## src/rtl/err_root_collector.sv

```systemverilog
module err_root_collector #(
  parameter int SRC_W = 16,
  parameter int NUM_W = 5
) (
  input  logic               clk,
  input  logic               rst_n,
  input  logic               msg_valid,
  input  logic [1:0]         msg_sev,
  input  logic [SRC_W-1:0]   msg_src,
  input  logic               msi_mode,
  input  logic [NUM_W-1:0]   irq_num,
  input  logic               reg_wr,
  input  logic [1:0]         reg_addr,
  input  logic [31:0]        reg_wdata,
  output logic [31:0]        reg_rdata,
  output logic               irq_level,
  output logic               irq_pulse
);
  localparam int SRC_TOT = 2 * SRC_W;
  localparam int PAD_W   = 32 - NUM_W - 7;

  logic [2:0]         cmd_q, cmd_d;
  logic [6:0]         st_q, st_clr, st_d;
  logic [SRC_TOT-1:0] src_q, src_d;
  logic               lvl_q, pls_q;

  wire wr_cmd = reg_wr && reg_addr == 2'd0;
  wire wr_st  = reg_wr && reg_addr == 2'd1;
  wire is_cor = msg_valid && msg_sev == 2'd0;
  wire is_nf  = msg_valid && msg_sev == 2'd1;
  wire is_fat = msg_valid && msg_sev == 2'd2;

  assign cmd_d  = wr_cmd ? reg_wdata[2:0] : cmd_q;
  assign st_clr = wr_st ? (st_q & ~reg_wdata[6:0]) : st_q;

  always_comb begin
    st_d  = st_clr;
    src_d = src_q;
    if (is_cor) begin
      if (st_clr[0]) st_d[1] = 1'b1;
      else           src_d[SRC_W-1:0] = msg_src;
      st_d[0] = 1'b1;
    end
    if (is_nf) st_d[5] = 1'b1;
    if (is_fat) begin
      if (!st_clr[2]) st_d[4] = 1'b1;
      st_d[6] = 1'b1;
    end
    if (is_nf || is_fat) begin
      if (st_clr[2]) st_d[3] = 1'b1;
      else           src_d[SRC_TOT-1:SRC_W] = msg_src;
      st_d[2] = 1'b1;
    end
  end

  wire pend_pre  = |(cmd_q & {st_clr[6], st_clr[5], st_clr[0]});
  wire pend_post = |(cmd_d & {st_d[6], st_d[5], st_d[0]});
  wire rise      = (msg_valid || wr_cmd) && !pend_pre && pend_post;

  always_ff @(posedge clk) begin
    if (!rst_n) begin
      cmd_q <= '0;
      st_q  <= '0;
      src_q <= '0;
      lvl_q <= 1'b0;
      pls_q <= 1'b0;
    end else begin
      cmd_q <= cmd_d;
      st_q  <= st_d;
      src_q <= src_d;
      pls_q <= msi_mode && rise;
      if (msi_mode)    lvl_q <= 1'b0;
      else if (wr_cmd) lvl_q <= pend_post;
      else if (rise)   lvl_q <= 1'b1;
    end
  end

  always_comb begin
    case (reg_addr)
      2'd0:    reg_rdata = {29'd0, cmd_q};
      2'd1:    reg_rdata = {irq_num, {PAD_W{1'b0}}, st_q};
      2'd2:    reg_rdata = src_q;
      default: reg_rdata = '0;
    endcase
  end

  assign irq_level = lvl_q;
  assign irq_pulse = pls_q;
endmodule

```

## config.mk

```make
export PLATFORM = sky130hd
export DESIGN_NAME = err_root_collector
export DESIGN_NICKNAME = d
export VERILOG_FILES = /design/src/rtl/err_root_collector.sv
export SDC_FILE = /design/constraint.sdc
export NUM_CORES = 1
export LEC_CHECK = 0
export BUFFER_PORTS_ARGS = -buffer_cell sky130_fd_sc_hd__buf_4
export CAP_MARGIN = 30
export CORE_MARGIN = 2
export CORE_UTILIZATION = 47
export CTS_CLUSTER_DIAMETER = 30
export DETAILED_ROUTE_END_ITERATION = 8
export GPL_ROUTABILITY_DRIVEN = 0
export PLACE_DENSITY = 0.8
export SETUP_SLACK_MARGIN = 0.4
export SYNTH_ARGS = -nofsm -noshare
export SYNTH_HDL_FRONTEND = slang
export SYNTH_SLANG_ARGS = --single-unit
```

## constraint.sdc

```tcl
create_clock -name clk -period 2.12 [get_ports clk]
set_input_delay 0.212 -clock clk [delete_from_list [all_inputs] [get_ports clk]]
set_output_delay 0.212 -clock clk [all_outputs]
set_load 0.03 [all_outputs]
```

# After elaboration in Yosys (flattened, before gate mapping)
# Cells that the tools add are included.
[classes] n_eq_ne=4 muxes=13 n_bitwise=7 n_reduce_logical=19
[op_table] op="32-bit one-hot mux with 3 select lines" count=1
[op_table] op="1-bit logical AND" count=8
[op_table] op="1-bit 2-to-1 mux" count=8
[op_table] op="7-bit bitwise AND" count=1
[op_table] op="7-bit 2-to-1 mux" count=1
[op_table] op="7-bit NOT" count=1
[op_table] op="3-bit bitwise AND" count=2
[op_table] op="3-bit OR reduction" count=2
[op_table] op="2-bit by 1-bit == test with 1-bit output (second input constant)" count=2
[op_table] op="2-bit == test (second input constant)" count=2
[op_table] op="2-bit zero test" count=2
[op_table] op="2-bit 2-to-1 mux" count=2
[op_table] op="2-bit AND reduction" count=2
[op_table] op="3-bit 2-to-1 mux" count=1
[op_table] op="1-bit NOT" count=3
[op_table] op="1-bit logical OR" count=2
[op_table] op="2-bit nonzero test" count=1
[op_table] op="2-bit OR reduction" count=1
[op_table] op="1-bit zero test" count=1
[word_totals] ff_bits=44 inputBits=62 elab_cells=49

# Logic depth before layout (Yosys ltp)
[logic_depth] ltp_word=10 ltp_mapped=7

# Least setup slack after synthesis
# No wires, ideal clock.
[synth_path] kind="input-to-reg" start="input reg_addr[0]" end="register lvl_q, in the netlist irq_level" arrival_ps=1452 setup_slack_ps=531 path_stages=5 path_cell_list="buf_6 nor3b_4 mux2_1 a222oi_1 a221oi_2"
[synth_via] elab_chain_len=9
[synth_rtl] item="from (decl)" line="13" source="input logic [1:0] reg_addr,"
[synth_rtl] item="2-bit by 1-bit == test with 1-bit output" line="28" source="wire wr_st = reg_wr && reg_addr == 2'd1;"
[synth_rtl] item="1-bit logical AND" line="28"
[synth_rtl] item="7-bit 2-to-1 mux" line="34" source="assign st_clr = wr_st ? (st_q & ~reg_wdata[6:0]) : st_q;"
[synth_rtl] item="3-bit bitwise AND" line="56" source="wire pend_pre = |(cmd_q & {st_clr[6], st_clr[5], st_clr[0]});"
[synth_rtl] item="3-bit OR reduction" line="56"
[synth_rtl] item="1-bit zero test" line="58" source="wire rise = (msg_valid || wr_cmd) && !pend_pre && pend_post;"
[synth_rtl] item="1-bit logical AND (2 in series)" line="58"
[synth_rtl] item="2-bit nonzero test (no line)"
[synth_rtl] item="to (signal assigned)" line="73" source="else if (wr_cmd) lvl_q <= pend_post;"
[synth_rtl] item="to (decl)" line="25" source="logic lvl_q, pls_q;"
# Parallel ways exist; a longest one is shown, timed or not.
# A chain may end at the register's enable or synchronous reset.

# Worst setup path after layout
# Same ends and word-level chain as after synthesis.

==> impl_metrics.ini <==
[critical_path]
r2r_start = cmd_q[2]$_SDFF_PN0_
cp-start-kind = input port
crit_type = in -> reg
crit_family = compound AO/OA/AOI/OAI gates
endpoint_kind = register
cp.arrival_ps = 1690
rr_worst_depth = 3
path_cells = buf_4 -> nor3b_4 -> mux2_1 -> a222oi_1 -> a221oi_2
critPathSlowestCell = a222oi_1
max_stage_delay_ps = 490
critPathMaxFanout = 11
required_ps = 2280
r2r_end = irq_level$_SDFFE_PP0P_
reg2reg_slack_ps = 750
cp_num_buf_inv = 1

[detailed_routing]
firstDrtPassIters = 4
drtIter0Drc = 110
detail-route-antenna-nets = 0
wl_per_cell_um = 14.1
wl_um = 4710
drc = 0
vias_per_cell = 5.12
num_vias = 1711

[timing]
finalSetupViolations = 0
rsz0062_at_grt = no
period_share_pct = 72.1
drv_slew = 0
setup_tns_ps = 0
hold_slack_ps = 155
max_freq_mhz = 654
finalClockSkew_ps = 5.28
final_hold_viol_count = 0
slew_headroom_pct = 67.8
tightest_slew_ps = 483
period_minus_slack_ps = 1530

[clock_tree]
clock_latency_ps = 290
cts_sinks = 44
post_cts_buffers = 0
htreeDepth = 2
ctsHoldBuffers = 0
clockBufferDepth = 2
post_cts_resized = 0
cts_made_buffers = 5
clk_pin_slew_worst_paths_ps = 80
cts_root_buffer = clkbuf_8
cts_tree = yes

[floorplan]
dieArea_mm2 = 0.00514
die_width_um = 71.7
row_count = 24
io_pins = 96
die_height_um = 71.7
initial_utilization_pct = 49.2
core_mm2 = 0.00438

[logic_synthesis]
ys_top_cells_by_area = dfxtp_1 41%, mux2i_1 16%, nor2b_1 11%
yosysTopAreaCell = dfxtp_1
yosys.cell_count.top_type = dfxtp_1
synthCells = 213
syn_nets = 275
yosysTopAreaCellShare_pct = 40.9
synth_edf_count = 0
synth-seq-area-share_pct = 40.9
ys_warn_count = 0
synth_cell_types = 38
syn_avg_cell_area_um2 = 10.1
ys_async_sr_fraction_pct = 0
synth-seq-cells = 44
synth_common_cells = 44 x dfxtp_1, 37 x nor2b_1, 35 x mux2i_1, 28 x and2_1, 9 x a22o_1
synth_ff_type = dfxtp_1
syn-cell-area_mm2 = 0.00216

[power_and_ir_drop]
power_density_mw_per_mm2 = 644
leakage_nw = 1.19
peakVddDrop_v = 0.000417
finalPower_mw = 1.80

[outcome]
status = complete, no violations

[grt]
grt_pass1_wl_um = 7610
grt_overflow = 0
grt_max_degree = 45
grt_pass1_vias = 1610
grt.total_usage_pct = 18.7
antenna_found_initial = 0

[placement]
portBuffers = 70
place_hpwl_um = 3450

[cells_and_area]
drive_above_1_share_pct = 30.9
diodes = 0
final_core_util_pct = 63.6
final_nets = 343
syn_to_final_growth_pct = 29.4

[job]
max-cap-violations = 0

[hold_path]
hp-start = msi_mode
holdPathStages = 3
hold_path_class = in -> reg
holdPathEnd = irq_pulse$_SDFF_PN0_
[worst min-delay path: cells and delay by family]
family                 cells  cell delay (ps)
buffers and inverters      1              110
and+or+nand+nor            2               80
[power by group]
group / internal, mW / leakage [nW] / switching [mW] / total (mW)
sequential: 0.863 / 0.358 / 0.0199 / 0.883
clock: 0.350 / 0.0552 / 0.270 / 0.620
combinational: 0.148 / 0.781 / 0.147 / 0.295
total: 1.36 / 1.19 / 0.437 / 1.80
[placed cells by master (no fill, tap or decap), types with 2 or more instances in the layout]
cell and instances:
a22o_1 9, and2_1 28, o21ai_0 4, inv_1 3, nor2b_1 36, dfxtp_1 44
mux2_1 3, nor2_1 4, mux2i_1 35, buf_4 75, nand2b_1 2, nand2_1 7
nand4b_1 2, clkbuf_8 5, and4b_1 2
[cell type report]
type / instances / area [um2]
Clock buffer: 6 / 72.6
Clock inverter: 2 / 35.0
Fill cell: 379 / 1590
Inverter: 3 / 11.3
Multi-Input combinational cell: 152 / 1160
Sequential cell: 44 / 881
Tap cell: 52 / 65.1
Timing Repair Buffer: 75 / 563
[sequential cells by signal, indices dropped and copies added (netlist names)]
signal     cells
cmd_q          3
irq_level      1
irq_pulse      1
src_q         32
st_q           7
[through the flow]
| stage | setup WS (ps) | cells | cell area, um2 |
|---|---|---|---|
| 2_1_floorplan | 531 | 213 | 2160 |
| 3_3_place_gp | 333 | 326 | 2680 |
| 3_5_place_dp | 280 | 326 | 2680 |
| 4_1_cts | 591 | 334 | 2790 |
| 5_1_grt | 515 | 334 | 2790 |
| 6_report | 590 | 334 | 2790 |
[layer usage]
metal	up-vias	GRT usage [%]	share of wire, %
met3	2	3.38	5.4
met4	0	6.29	0.81
met5	-	0	0
met1	787	25.1	44
li1	868	-	-
met2	54	30.3	49
[logic make-up after synthesis]
group,share of synthesized area (%)
simple gates,25.5
flops,40.9
mux,17.8
compound gates,9.87
buf+inv,5.51
xor+xnor,0.406
[worst max-delay path by stage]
stage	start	endpoint	slack [ps]	depth (start not counted)
floorplan	reg_addr[0]	irq_level$_SDFFE_PP0P_	530	5
global placement	reg_addr[0]	irq_pulse$_SDFF_PN0_	330	5
detailed placement	reg_addr[0]	irq_level$_SDFFE_PP0P_	280	5
CTS	reg_addr[0]	irq_level$_SDFFE_PP0P_	590	5
global route	reg_addr[0]	irq_level$_SDFFE_PP0P_	510	5
finish	reg_addr[0]	irq_level$_SDFFE_PP0P_	590	5
Note: power is estimated with default switching activity, not from simulation.
